## src/rtl/sysdc_pkg.sv

```systemverilog
// Shared types for the system data command scheduler.
package sysdc_pkg;

    // Fill path phases: idle, counting down the sample delay, sampling beats.
    typedef enum logic [1:0] {
        F_IDLE,
        F_WAIT,
        F_XFER
    } fill_st_e;

    // Write path phases: idle, receive pipeline plus eligibility offset,
    // waiting for an eligible frame edge, driving beats.
    typedef enum logic [1:0] {
        W_IDLE,
        W_PIPE,
        W_ARMED,
        W_XFER
    } wr_st_e;

endpackage

```

## src/rtl/sysdc_fill_path.sv

```systemverilog
// Fill sampling timer.
// Counts FILL_BASE + dly cycles from an accepted fill, then raises the sample
// strobe for BEATS consecutive cycles with a running beat index.
// Assumes: start is only asserted while busy is low (the top guards this).
module sysdc_fill_path #(
    parameter int DLY_W     = 5,
    parameter int FILL_BASE = 10,
    parameter int BEATS     = 8
) (
    input  logic                       clk,
    input  logic                       rst_n,
    input  logic                       start,
    input  logic [DLY_W-1:0]           dly,
    output logic                       waiting,
    output logic                       busy,
    output logic                       strobe,
    output logic [$clog2(BEATS)-1:0]   beat
);
    import sysdc_pkg::*;

    localparam int BEAT_W = $clog2(BEATS);
    localparam int CNT_W  = $clog2(FILL_BASE + (1 << DLY_W)) + 1;

    fill_st_e           state;
    logic [CNT_W-1:0]   cnt;

    // Phase sequencing: load delay, count down, then step through the beats.
    always_ff @(posedge clk) begin
        if (!rst_n) begin
            state <= F_IDLE;
            cnt   <= '0;
            beat  <= '0;
        end else begin
            case (state)
                F_IDLE: begin
                    if (start) begin
                        cnt   <= CNT_W'(FILL_BASE - 1) + CNT_W'(dly);
                        state <= F_WAIT;
                    end
                end
                F_WAIT: begin
                    if (cnt == CNT_W'(1)) begin
                        beat  <= '0;
                        state <= F_XFER;
                    end else begin
                        cnt <= cnt - CNT_W'(1);
                    end
                end
                F_XFER: begin
                    if (beat == BEAT_W'(BEATS - 1)) begin
                        state <= F_IDLE;
                    end else begin
                        beat <= beat + BEAT_W'(1);
                    end
                end
                default: state <= F_IDLE;
            endcase
        end
    end

    // Status decode for the top and the error tracker.
    always_comb begin
        waiting = (state == F_WAIT);
        busy    = (state != F_IDLE);
        strobe  = (state == F_XFER);
    end

    // sampling always opens on beat zero.
    a_r2_first_beat_zero: assert property (@(posedge clk) disable iff (!rst_n)
        $rose(strobe) |-> (beat == '0));

    // beats advance by one on consecutive cycles.
    a_r2_beat_step: assert property (@(posedge clk) disable iff (!rst_n)
        (strobe && beat != BEAT_W'(BEATS - 1)) |=> (strobe && beat == $past(beat) + BEAT_W'(1)));

    // the strobe drops right after the last beat.
    a_r2_burst_ends: assert property (@(posedge clk) disable iff (!rst_n)
        (strobe && beat == BEAT_W'(BEATS - 1)) |=> !strobe);

endmodule

```

## src/rtl/sysdc_write_path.sv

```systemverilog
// Write driving timer.
// After an accepted write, waits WR_MIN-1+preset cycles (receive pipeline
// plus eligibility offset), then waits for the first frame edge pulse and
// enables the drivers for BEATS cycles starting the cycle after that edge.
// Assumes: start is only asserted while busy is low (the top guards this).
module sysdc_write_path #(
    parameter int PRE_W  = 2,
    parameter int WR_MIN = 9,
    parameter int BEATS  = 8
) (
    input  logic                       clk,
    input  logic                       rst_n,
    input  logic                       start,
    input  logic [PRE_W-1:0]           preset,
    input  logic                       frame_edge,
    output logic                       pipe,
    output logic                       busy,
    output logic                       drv_en,
    output logic [$clog2(BEATS)-1:0]   beat
);
    import sysdc_pkg::*;

    localparam int BEAT_W = $clog2(BEATS);
    localparam int CNT_W  = $clog2(WR_MIN + (1 << PRE_W)) + 1;

    wr_st_e             state;
    logic [CNT_W-1:0]   cnt;

    // Phase sequencing: pipeline countdown, frame edge wait, beat stepping.
    always_ff @(posedge clk) begin
        if (!rst_n) begin
            state <= W_IDLE;
            cnt   <= '0;
            beat  <= '0;
        end else begin
            case (state)
                W_IDLE: begin
                    if (start) begin
                        cnt   <= CNT_W'(WR_MIN - 1) + CNT_W'(preset);
                        state <= W_PIPE;
                    end
                end
                W_PIPE: begin
                    if (cnt == CNT_W'(1)) begin
                        state <= W_ARMED;
                    end else begin
                        cnt <= cnt - CNT_W'(1);
                    end
                end
                W_ARMED: begin
                    if (frame_edge) begin
                        beat  <= '0;
                        state <= W_XFER;
                    end
                end
                W_XFER: begin
                    if (beat == BEAT_W'(BEATS - 1)) begin
                        state <= W_IDLE;
                    end else begin
                        beat <= beat + BEAT_W'(1);
                    end
                end
                default: state <= W_IDLE;
            endcase
        end
    end

    // Status decode for the top and the error tracker.
    always_comb begin
        pipe   = (state == W_PIPE);
        busy   = (state != W_IDLE);
        drv_en = (state == W_XFER);
    end

    // drivers only switch on after a frame edge in the previous cycle.
    a_r4_start_on_edge: assert property (@(posedge clk) disable iff (!rst_n)
        $rose(drv_en) |-> $past(frame_edge));

    // an edge seen during the pipeline countdown does not start driving.
    a_r4_early_edge_ignored: assert property (@(posedge clk) disable iff (!rst_n)
        (pipe && frame_edge) |=> !drv_en);

    // beats advance by one on consecutive cycles.
    a_r5_beat_step: assert property (@(posedge clk) disable iff (!rst_n)
        (drv_en && beat != BEAT_W'(BEATS - 1)) |=> (drv_en && beat == $past(beat) + BEAT_W'(1)));

    // drivers turn off right after the last beat.
    a_r5_drive_ends: assert property (@(posedge clk) disable iff (!rst_n)
        (drv_en && beat == BEAT_W'(BEATS - 1)) |=> !drv_en);

endmodule

```

## src/rtl/sysdc_err_track.sv

```systemverilog
// Sticky protocol error flags.
// Records rejected commands and fills that start sampling while the output
// drivers are on; both flags hold until reset.
// Assumes: event inputs are single-cycle qualified conditions from the top.
module sysdc_err_track (
    input  logic clk,
    input  logic rst_n,
    input  logic overlap_evt,
    input  logic fill_first,
    input  logic drv_on,
    output logic err_overlap,
    output logic err_contention
);

    // Flag capture: set on event, cleared only by reset.
    always_ff @(posedge clk) begin
        if (!rst_n) begin
            err_overlap    <= 1'b0;
            err_contention <= 1'b0;
        end else begin
            if (overlap_evt) begin
                err_overlap <= 1'b1;
            end
            if (fill_first && drv_on) begin
                err_contention <= 1'b1;
            end
        end
    end

    // overlap flag is sticky.
    a_r8_overlap_sticky: assert property (@(posedge clk) disable iff (!rst_n)
        err_overlap |=> err_overlap);

    // contention flag is sticky.
    a_r8_contention_sticky: assert property (@(posedge clk) disable iff (!rst_n)
        err_contention |=> err_contention);

    // contention only appears after a fill start under active drivers.
    a_r7_contention_cause: assert property (@(posedge clk) disable iff (!rst_n)
        $rose(err_contention) |-> $past(fill_first && drv_on));

endmodule

```

## src/rtl/sysdc_sched.sv

```systemverilog
// System data command transfer scheduler (top).
// Accepts fill and write-data commands, allows one pending command at a
// time, and hands each to its timing path. Rejected commands and bus
// contention are flagged through the error tracker.
// Assumes: all inputs are synchronous to clk; frame_edge is a one-cycle pulse.
module sysdc_sched #(
    parameter int DLY_W     = 5,
    parameter int PRE_W     = 2,
    parameter int BEATS     = 8,
    parameter int FILL_BASE = 10,
    parameter int WR_MIN    = 9
) (
    input  logic                       clk,
    input  logic                       rst_n,
    input  logic                       cmd_valid,
    input  logic                       cmd_is_write,
    input  logic [DLY_W-1:0]           sample_dly,
    input  logic [PRE_W-1:0]           rcv_preset,
    input  logic                       frame_edge,
    output logic                       smp_strobe,
    output logic [$clog2(BEATS)-1:0]   smp_beat,
    output logic                       drv_en,
    output logic [$clog2(BEATS)-1:0]   drv_beat,
    output logic                       err_overlap,
    output logic                       err_contention
);

    localparam int BEAT_W = $clog2(BEATS);

    logic f_waiting, f_busy, w_pipe, w_busy;
    logic blocked, fill_go, write_go, overlap_evt, fill_first;

    // Acceptance: one pending command, and the target direction must be free.
    always_comb begin
        blocked     = f_waiting | w_pipe | (cmd_is_write ? w_busy : f_busy);
        fill_go     = cmd_valid & ~cmd_is_write & ~blocked;
        write_go    = cmd_valid &  cmd_is_write & ~blocked;
        overlap_evt = cmd_valid & blocked;
        fill_first  = smp_strobe & (smp_beat == BEAT_W'(0));
    end

    sysdc_fill_path #(
        .DLY_W     (DLY_W),
        .FILL_BASE (FILL_BASE),
        .BEATS     (BEATS)
    ) fill_i (
        .clk     (clk),
        .rst_n   (rst_n),
        .start   (fill_go),
        .dly     (sample_dly),
        .waiting (f_waiting),
        .busy    (f_busy),
        .strobe  (smp_strobe),
        .beat    (smp_beat)
    );

    sysdc_write_path #(
        .PRE_W  (PRE_W),
        .WR_MIN (WR_MIN),
        .BEATS  (BEATS)
    ) write_i (
        .clk        (clk),
        .rst_n      (rst_n),
        .start      (write_go),
        .preset     (rcv_preset),
        .frame_edge (frame_edge),
        .pipe       (w_pipe),
        .busy       (w_busy),
        .drv_en     (drv_en),
        .beat       (drv_beat)
    );

    sysdc_err_track err_i (
        .clk            (clk),
        .rst_n          (rst_n),
        .overlap_evt    (overlap_evt),
        .fill_first     (fill_first),
        .drv_on         (drv_en),
        .err_overlap    (err_overlap),
        .err_contention (err_contention)
    );

    // never more than one command in its pending window.
    a_r6_single_pending: assert property (@(posedge clk) disable iff (!rst_n)
        $onehot0({f_waiting, w_pipe}));

    // a command arriving while blocked raises the overlap flag.
    a_r6_overlap_flagged: assert property (@(posedge clk) disable iff (!rst_n)
        (cmd_valid && blocked) |=> err_overlap);

    // outputs are quiet in the cycle after a reset edge.
    a_r1_reset_quiet: assert property (@(posedge clk)
        $past(!rst_n) |-> (!smp_strobe && !drv_en && !err_overlap && !err_contention));

endmodule

```

## config.mk

```make
export PLATFORM = sky130hd
export DESIGN_NAME = sysdc_sched
export DESIGN_NICKNAME = d
export VERILOG_FILES = /design/src/rtl/sysdc_pkg.sv /design/src/rtl/sysdc_fill_path.sv /design/src/rtl/sysdc_write_path.sv /design/src/rtl/sysdc_err_track.sv /design/src/rtl/sysdc_sched.sv
export SDC_FILE = /design/constraint.sdc
export NUM_CORES = 1
export LEC_CHECK = 0
export BUFFER_PORTS_ARGS = -buffer_cell sky130_fd_sc_hd__buf_2
export CAP_MARGIN = 20
export CORE_AREA = 5 5 65 67
export DETAILED_ROUTE_END_ITERATION = 16
export DIE_AREA = 0 0 70 72
export HOLD_SLACK_MARGIN = 0.1
export PLACE_DENSITY = 0.68
export SYNTH_ARGS = -nofsm -noshare
export SYNTH_HDL_FRONTEND = slang
export SYNTH_HIERARCHICAL = 1
export SYNTH_SLANG_ARGS = --single-unit
```

## constraint.sdc

```tcl
create_clock -name clk -period 3.32 [get_ports clk]
set_input_delay 0.498 -clock clk [delete_from_list [all_inputs] [get_ports clk]]
set_output_delay 0.498 -clock clk [all_outputs]
set_load 0.03 [all_outputs]
```

; ---- After elaboration in Yosys (flattened, before gate mapping)
; Cells that the tools add are included.
[op_classes]
div_mod_pow = 0
shifts = 0
bitwise = 10
muxes = 22
reduce_logical = 16
add_sub_neg = 6
magnitude_cmp = 0
eq_ne = 20
multipliers = 0
[ops]
columns = cell, count
row1 = $ne A2 B2 Y1 const B, 8
row2 = $reduce_and A3 Y1, 5
row3 = $mux W2, 7
row4 = $mux W7, 2
row5 = $pmux W7 S2, 1
row6 = $mux W3, 4
row7 = $pmux W3 S2, 2
row8 = $reduce_bool A2 Y1, 6
row9 = $mux W5, 2
row10 = $pmux W5 S2, 1
row11 = $pmux W2 S4, 1
row12 = $eq A7 B1 Y1 const B, 1
row13 = $sub A7 B1 Y7 const B, 1
row14 = $add A3 B1 Y3 const B, 2
row15 = $add A4 B5 Y6 const A, 1
row16 = $and A1 B1 Y1, 6
row17 = $eq A2 B2 Y1 const B, 3
row18 = $eq A3 B3 Y1 const B, 2
row19 = $ne A2 B1 Y1 const B, 3
row20 = $pmux W2 S3, 1
row21 = $add A4 B2 Y5 const A, 1
row22 = $eq A5 B1 Y1 const B, 1
row23 = $sub A5 B1 Y5 const B, 1
row24 = $eq A2 B1 Y1 const B, 2
row25 = 7 further kinds, 10
[word_totals]
memories = 0
latchBits = 0
reg_bits = 24
romBits = 0
ram_bits = 0
input_bits = 12
word_cells = 82
output_inout_bits = 10

; ---- Depth between registers and ports, before layout
[logic_depth]
word_depth = 7
ltp_mapped = 10
ltp_nobuf = 9

; ---- Cells and area by module
; The synthesis kept the hierarchy.
[by_module_without_submodules]
columns = mod, cells_per_inst, area_per_inst_um2, seq_area_each_um2, instances
row1 = sysdc_fill_path, 88, 735.7, 240.2, 1
row2 = sysdc_write_path, 79, 685.7, 200.2, 1
row3 = sysdc_err_track, 5, 58.8, 40.0, 1
row4 = sysdc_sched, 6, 55.1, 0.0, 1

; ---- Worst setup path before layout
; Ideal clock, no wire load.
[synth_timing]
kind = flip-flop to flip-flop
startpoint = reg write_i.state[1]
endpoint = reg fill_i.cnt[6]
t_required_ns = 3.250
period_less_slack_ns = 2.423
stages_incl_launch_ff = 9
path_slack_ns = 0.897
arrival_time_ns = 2.353
path_cell_list = dfxtp_1 > inv_1 > ha_1 > or3b_1 > nor3_1 > nor2_1 > a311o_1 > or4_1 > a21oi_1
[synth_via]
elab_chain_cells = 7
[synth_lines]
columns = item, line
row1 = from (decl), sysdc_write_path.sv:26  ; wr_st_e state;
row2 = from (signal assigned), sysdc_write_path.sv:32  ; state <= W_IDLE;
row3 = from (signal assigned), sysdc_write_path.sv:40  ; state <= W_PIPE;
row4 = from (signal assigned), sysdc_write_path.sv:45  ; state <= W_ARMED;
row5 = $eq A2 B1 Y1, sysdc_write_path.sv:70  ; pipe = (state == W_PIPE);
row6 = via w_pipe, sysdc_sched.sv:30  ; logic f_waiting, f_busy, w_pipe, w_busy;
row7 = $or A1 B1 Y1 (2 in a row), sysdc_sched.sv:35  ; blocked = f_waiting | w_pipe | (cmd_is_write ? w_busy : f_busy);
row8 = $not A1 Y1, sysdc_sched.sv:36  ; fill_go = cmd_valid & ~cmd_is_write & ~blocked;
row9 = $and A1 B1 Y1, sysdc_sched.sv:36
row10 = via fill_go, sysdc_sched.sv:31  ; logic blocked, fill_go, write_go, overlap_evt, fill_first;
row11 = $ne A2 B2 Y1 (no line), --
row12 = $reduce_and A3 Y1 (no line), --
row13 = to (signal assigned), sysdc_fill_path.sv:37  ; cnt <= CNT_W'(FILL_BASE - 1) + CNT_W'(dly);
row14 = to (signal assigned), sysdc_fill_path.sv:46  ; cnt <= cnt - CNT_W'(1);
row15 = to (decl), sysdc_fill_path.sv:25  ; logic [CNT_W-1:0] cnt;
; The timed path passes the listed nets, and every way through them passes these cells.
; A chain may end at the register's enable or synchronous reset.

; ---- Worst setup path after layout
[layout_timing]
startpoint = reg fill_i.state[1]
endpoint = reg fill_i.cnt[6]
[layout_via]
elab_chain_cells = 7
[layout_lines]
columns = item, line
row1 = from (decl), sysdc_fill_path.sv:24  ; fill_st_e state;
row2 = from (signal assigned), sysdc_fill_path.sv:30  ; state <= F_IDLE;
row3 = from (signal assigned), sysdc_fill_path.sv:38  ; state <= F_WAIT;
row4 = from (signal assigned), sysdc_fill_path.sv:44  ; state <= F_XFER;
row5 = $eq A2 B1 Y1, sysdc_fill_path.sv:63  ; waiting = (state == F_WAIT);
row6 = via f_waiting, sysdc_sched.sv:30
row7 = $or A1 B1 Y1 (2 in a row), sysdc_sched.sv:35
row8 = $not A1 Y1, sysdc_sched.sv:36
row9 = $and A1 B1 Y1, sysdc_sched.sv:36
row10 = via fill_go, sysdc_sched.sv:31
row11 = $ne A2 B2 Y1 (no line), --
row12 = $reduce_and A3 Y1 (no line), --
; The timed path passes the listed nets, and every way through them passes these cells.

==> summary.md <==
| Metric | Value |
|---|---|
| Status | completed |
| Clock network power share | 13.5% |
| Crit path max fanout | 12 |
| Post-CTS sizing | 0 |
| Mean Syn Cell Area | around 8.6 um2 |
| Largest net degree at the start of global routing | 30 |
| Total gr overflow | 0 |
| Max Clock Skew | 0.001961 ns |
| Rows | 22 |
| Crit path required time | about 3.6 ns |
| Via count | 1321 |
| Clock slew at reported path FFs | 0.14 ns |
| Pint | 0.5790 mW |
| # fillers | 362 |
| Io pins | 22 |
| CP Class | reg2reg |
| Switching power | 0.4064 mW |
| CTS H-tree lvls | 1 |
| Worst skew pair latency | 0.31 ns |
| Sequential fraction of design power | approximately 41% |
| Layout cell share with drive strength beyond 1 | 17.77% |
| Largest cells by area after synthesis | dfxtp_1 (31%), ha_1 (11%), nor2b_1 (5.3%), o21ai_0 (3.9%), inv_1 (3.4%) |
| Sequential area share after synthesis | 31.30% |
| Max-cap violations | 0 |
| Unrepaired setup endpoints after global routing | no |
| Setup TNS | 0 ns |
| Lkg Pwr | 0.7229 nW |
| Most frequent cells after synthesis | dfxtp_1 (24), ha_1 (14), inv_1 (14), nand2_1 (13), nor2b_1 (13) |
| GRT Total Usage | between 10% and 20% |
| Initial drt markers | between 100 and 150 |
| Max-slew violations | 0 |
| ANT cells | 0 |
| Detailed Place HPWL | around 2300 um |
| DRC | 0 |
| Die ar. | 5040 um2 |
| CTS tree | yes |
| Yosys reg bits | 24 |
| F_max | 0.3447 GHz |
| Crit end category | flip-flop |
| First-pass GRT wire length | 5485 um |
| Clock Sinks | 24 |
| Initial cell density of the core | around 43% |
| Total CTS buffers | 3 |
| Crit Reg-Reg Startpoint | fill_i/state[1] |
| Drt wl/cell | approximately 13 um |
| Tmin final | a little under 3 ns |
| Final #Nets | 225 |
| Routed Antenna Nets | 0 |
| Worst Setup SP | fill_i/state[1] |
| Slew @ Worst Pin | around 0.55 ns |
| Most frequent cell after synthesis | dfxtp_1 |
| Net Count, Synth | 204 |
| Cell taking the most area after synthesis | dfxtp_1 |
| Top FF cell, synth | dfxtp_1 |
| Area grow syn2layout | 10.76% |
| Startpoint Class | flip-flop |
| CTS root buffer | clkbuf_4 |
| Final setup fails | 0 |
| Antenna violations before repair | 0 |
| EDFF count, synth | 0 |
| Layout Utilization | between 40% and 50% |
| # Post-CTS Setup Buffers | 0 |
| Reg-to-reg setup timing slack | between 0.4 and 0.5 ns |
| Routed WL | 3115 um |
| Post-synth top area share | between 30% and 40% |
| Placer Congestion | between 0.9 and 1 |
| Peak supply drop | 0.0002690 V |
| Cell Area, Synth | 1535 um2 |
| Power per cell area | roughly 580 nW/um2 |
| DRT Pass-1 Iters | 4 |
| Share of synthesized registers carrying an async set or reset | 0% |
| Port Buffers | 21 |
| Synth cell types | roughly 50 |
| Syn. warnings | 6 |
| Core area | roughly 3600 um2 |
| Critical path arrival | about 3.2 ns |
| Die Span Y | 72 um |
| Mapped Cells | 178 |
| Gate power share | 46.1% |
| Avg Vias per Cell | 5.392 |
| Hold_sp | err_i/err_overlap |
| Worst slew margin | between 60% and 70% |
| Chip width | 70 um |
| Switching Fraction | 41.24% |
| Final Cycle Share | between 80% and 90% |
| CTS max path bufs | 2 |
| Fin. Hold Viols | 0 |
| Hold_buf cts | 0 |
| Number of global-route vias before repair | 1280 |
| Worst min-delay path class | reg2reg |
## metrics by stage
step                      total power, mW  setup slack (ns)  hold slack (ns)  std cells  instance area [um2]
after detailed placement           0.8522            0.4652           0.4558        242                 1678
after global routing                1.074            0.1693           0.5114        245                 1700
after floorplan                    0.7587            0.8970           0.4384        178                 1535
final                              0.9854            0.4191           0.4825        245                 1700
after global placement             0.8528            0.5488           0.4430        242                 1678
after CTS                          0.9894            0.4300           0.4905        245                 1700
## worst paths after layout
| path | to | depth (start not counted) |
|---|---|---|
| setup / recovery | fill_i/cnt[6] | 8 |
| hold / removal | err_i/err_overlap | 1 |
| setup reg to reg | fill_i/cnt[6] | 8 |
| hold reg to reg | err_i/err_overlap | 1 |
## cell families after synthesis
| logic type | after synthesis | synth area share (%) |
|---|---|---|
| AO/OA/AOI/OAI | 47 | 22.41 |
| multiplexers | 6 | 4.075 |
| XOR/XNOR | 2 | 1.141 |
| AND/OR/NAND/NOR | 66 | 24.78 |
| flip-flops | 24 | 31.30 |
| buffers and inverters | 19 | 4.890 |
| adder cells (fa/ha/maj) | 14 | 11.41 |
## power by group through the flow
stage / clock, mW / combinational, mW / sequential [mW]
global route: 0.156 / 0.508 / 0.410
detailed placement: 0 / 0.449 / 0.403
CTS: 0.140 / 0.452 / 0.398
finish: 0.133 / 0.454 / 0.399
global placement: 0 / 0.449 / 0.404
floorplan: 0 / 0.364 / 0.395
## routing by layer
layer / vias to the layer above / global-route usage, % / wire [um]
li1: 693 / - / -
met1: 606 / 16.86 / 1567
met5: - / 0 / 0
met2: 20 / 21.93 / 1444
met3: 2 / 1.662 / 75
met4: 0 / 5.106 / 27
## flip-flops by register name, indices dropped and copies added (netlist names)
register              flops
err_i/err_contention      1
err_i/err_overlap         1
fill_i/beat               3
fill_i/cnt                7
fill_i/state              2
write_i/beat              3
write_i/cnt               5
write_i/state             2
## worst max-delay path, cell delays in order (launching register included)
cell and delay (ns):
dfxtp_1 0.45, nand2b_1 0.36, inv_1 0.17, or3b_1 0.41, nor3_1 0.33, nor2_1 0.10, a311o_1 0.41, or4_1 0.48
a21oi_1 0.14
## placed cells by master, fill, tap and decap left out, drive strengths merged, types with 5 or more instances in the layout
cell type  count
buf           21
nor3           5
inv           14
nand3          8
o21ai         13
nor2b         13
dfxtp         24
nand2         13
a21oi          8
ha            14
nor2           7
## area by class of cell
class	instances	area, um2	area share (%)
Clock buffer	3	22.52	1.325
Inverter	14	52.55	3.091
Multi-Input combinational cell	135	979.7	57.62
Sequential cell	24	480.5	28.26
Tap cell	48	60.06	3.532
Timing Repair Buffer	21	105.1	6.181
Note: power is estimated with default switching activity, not from simulation.
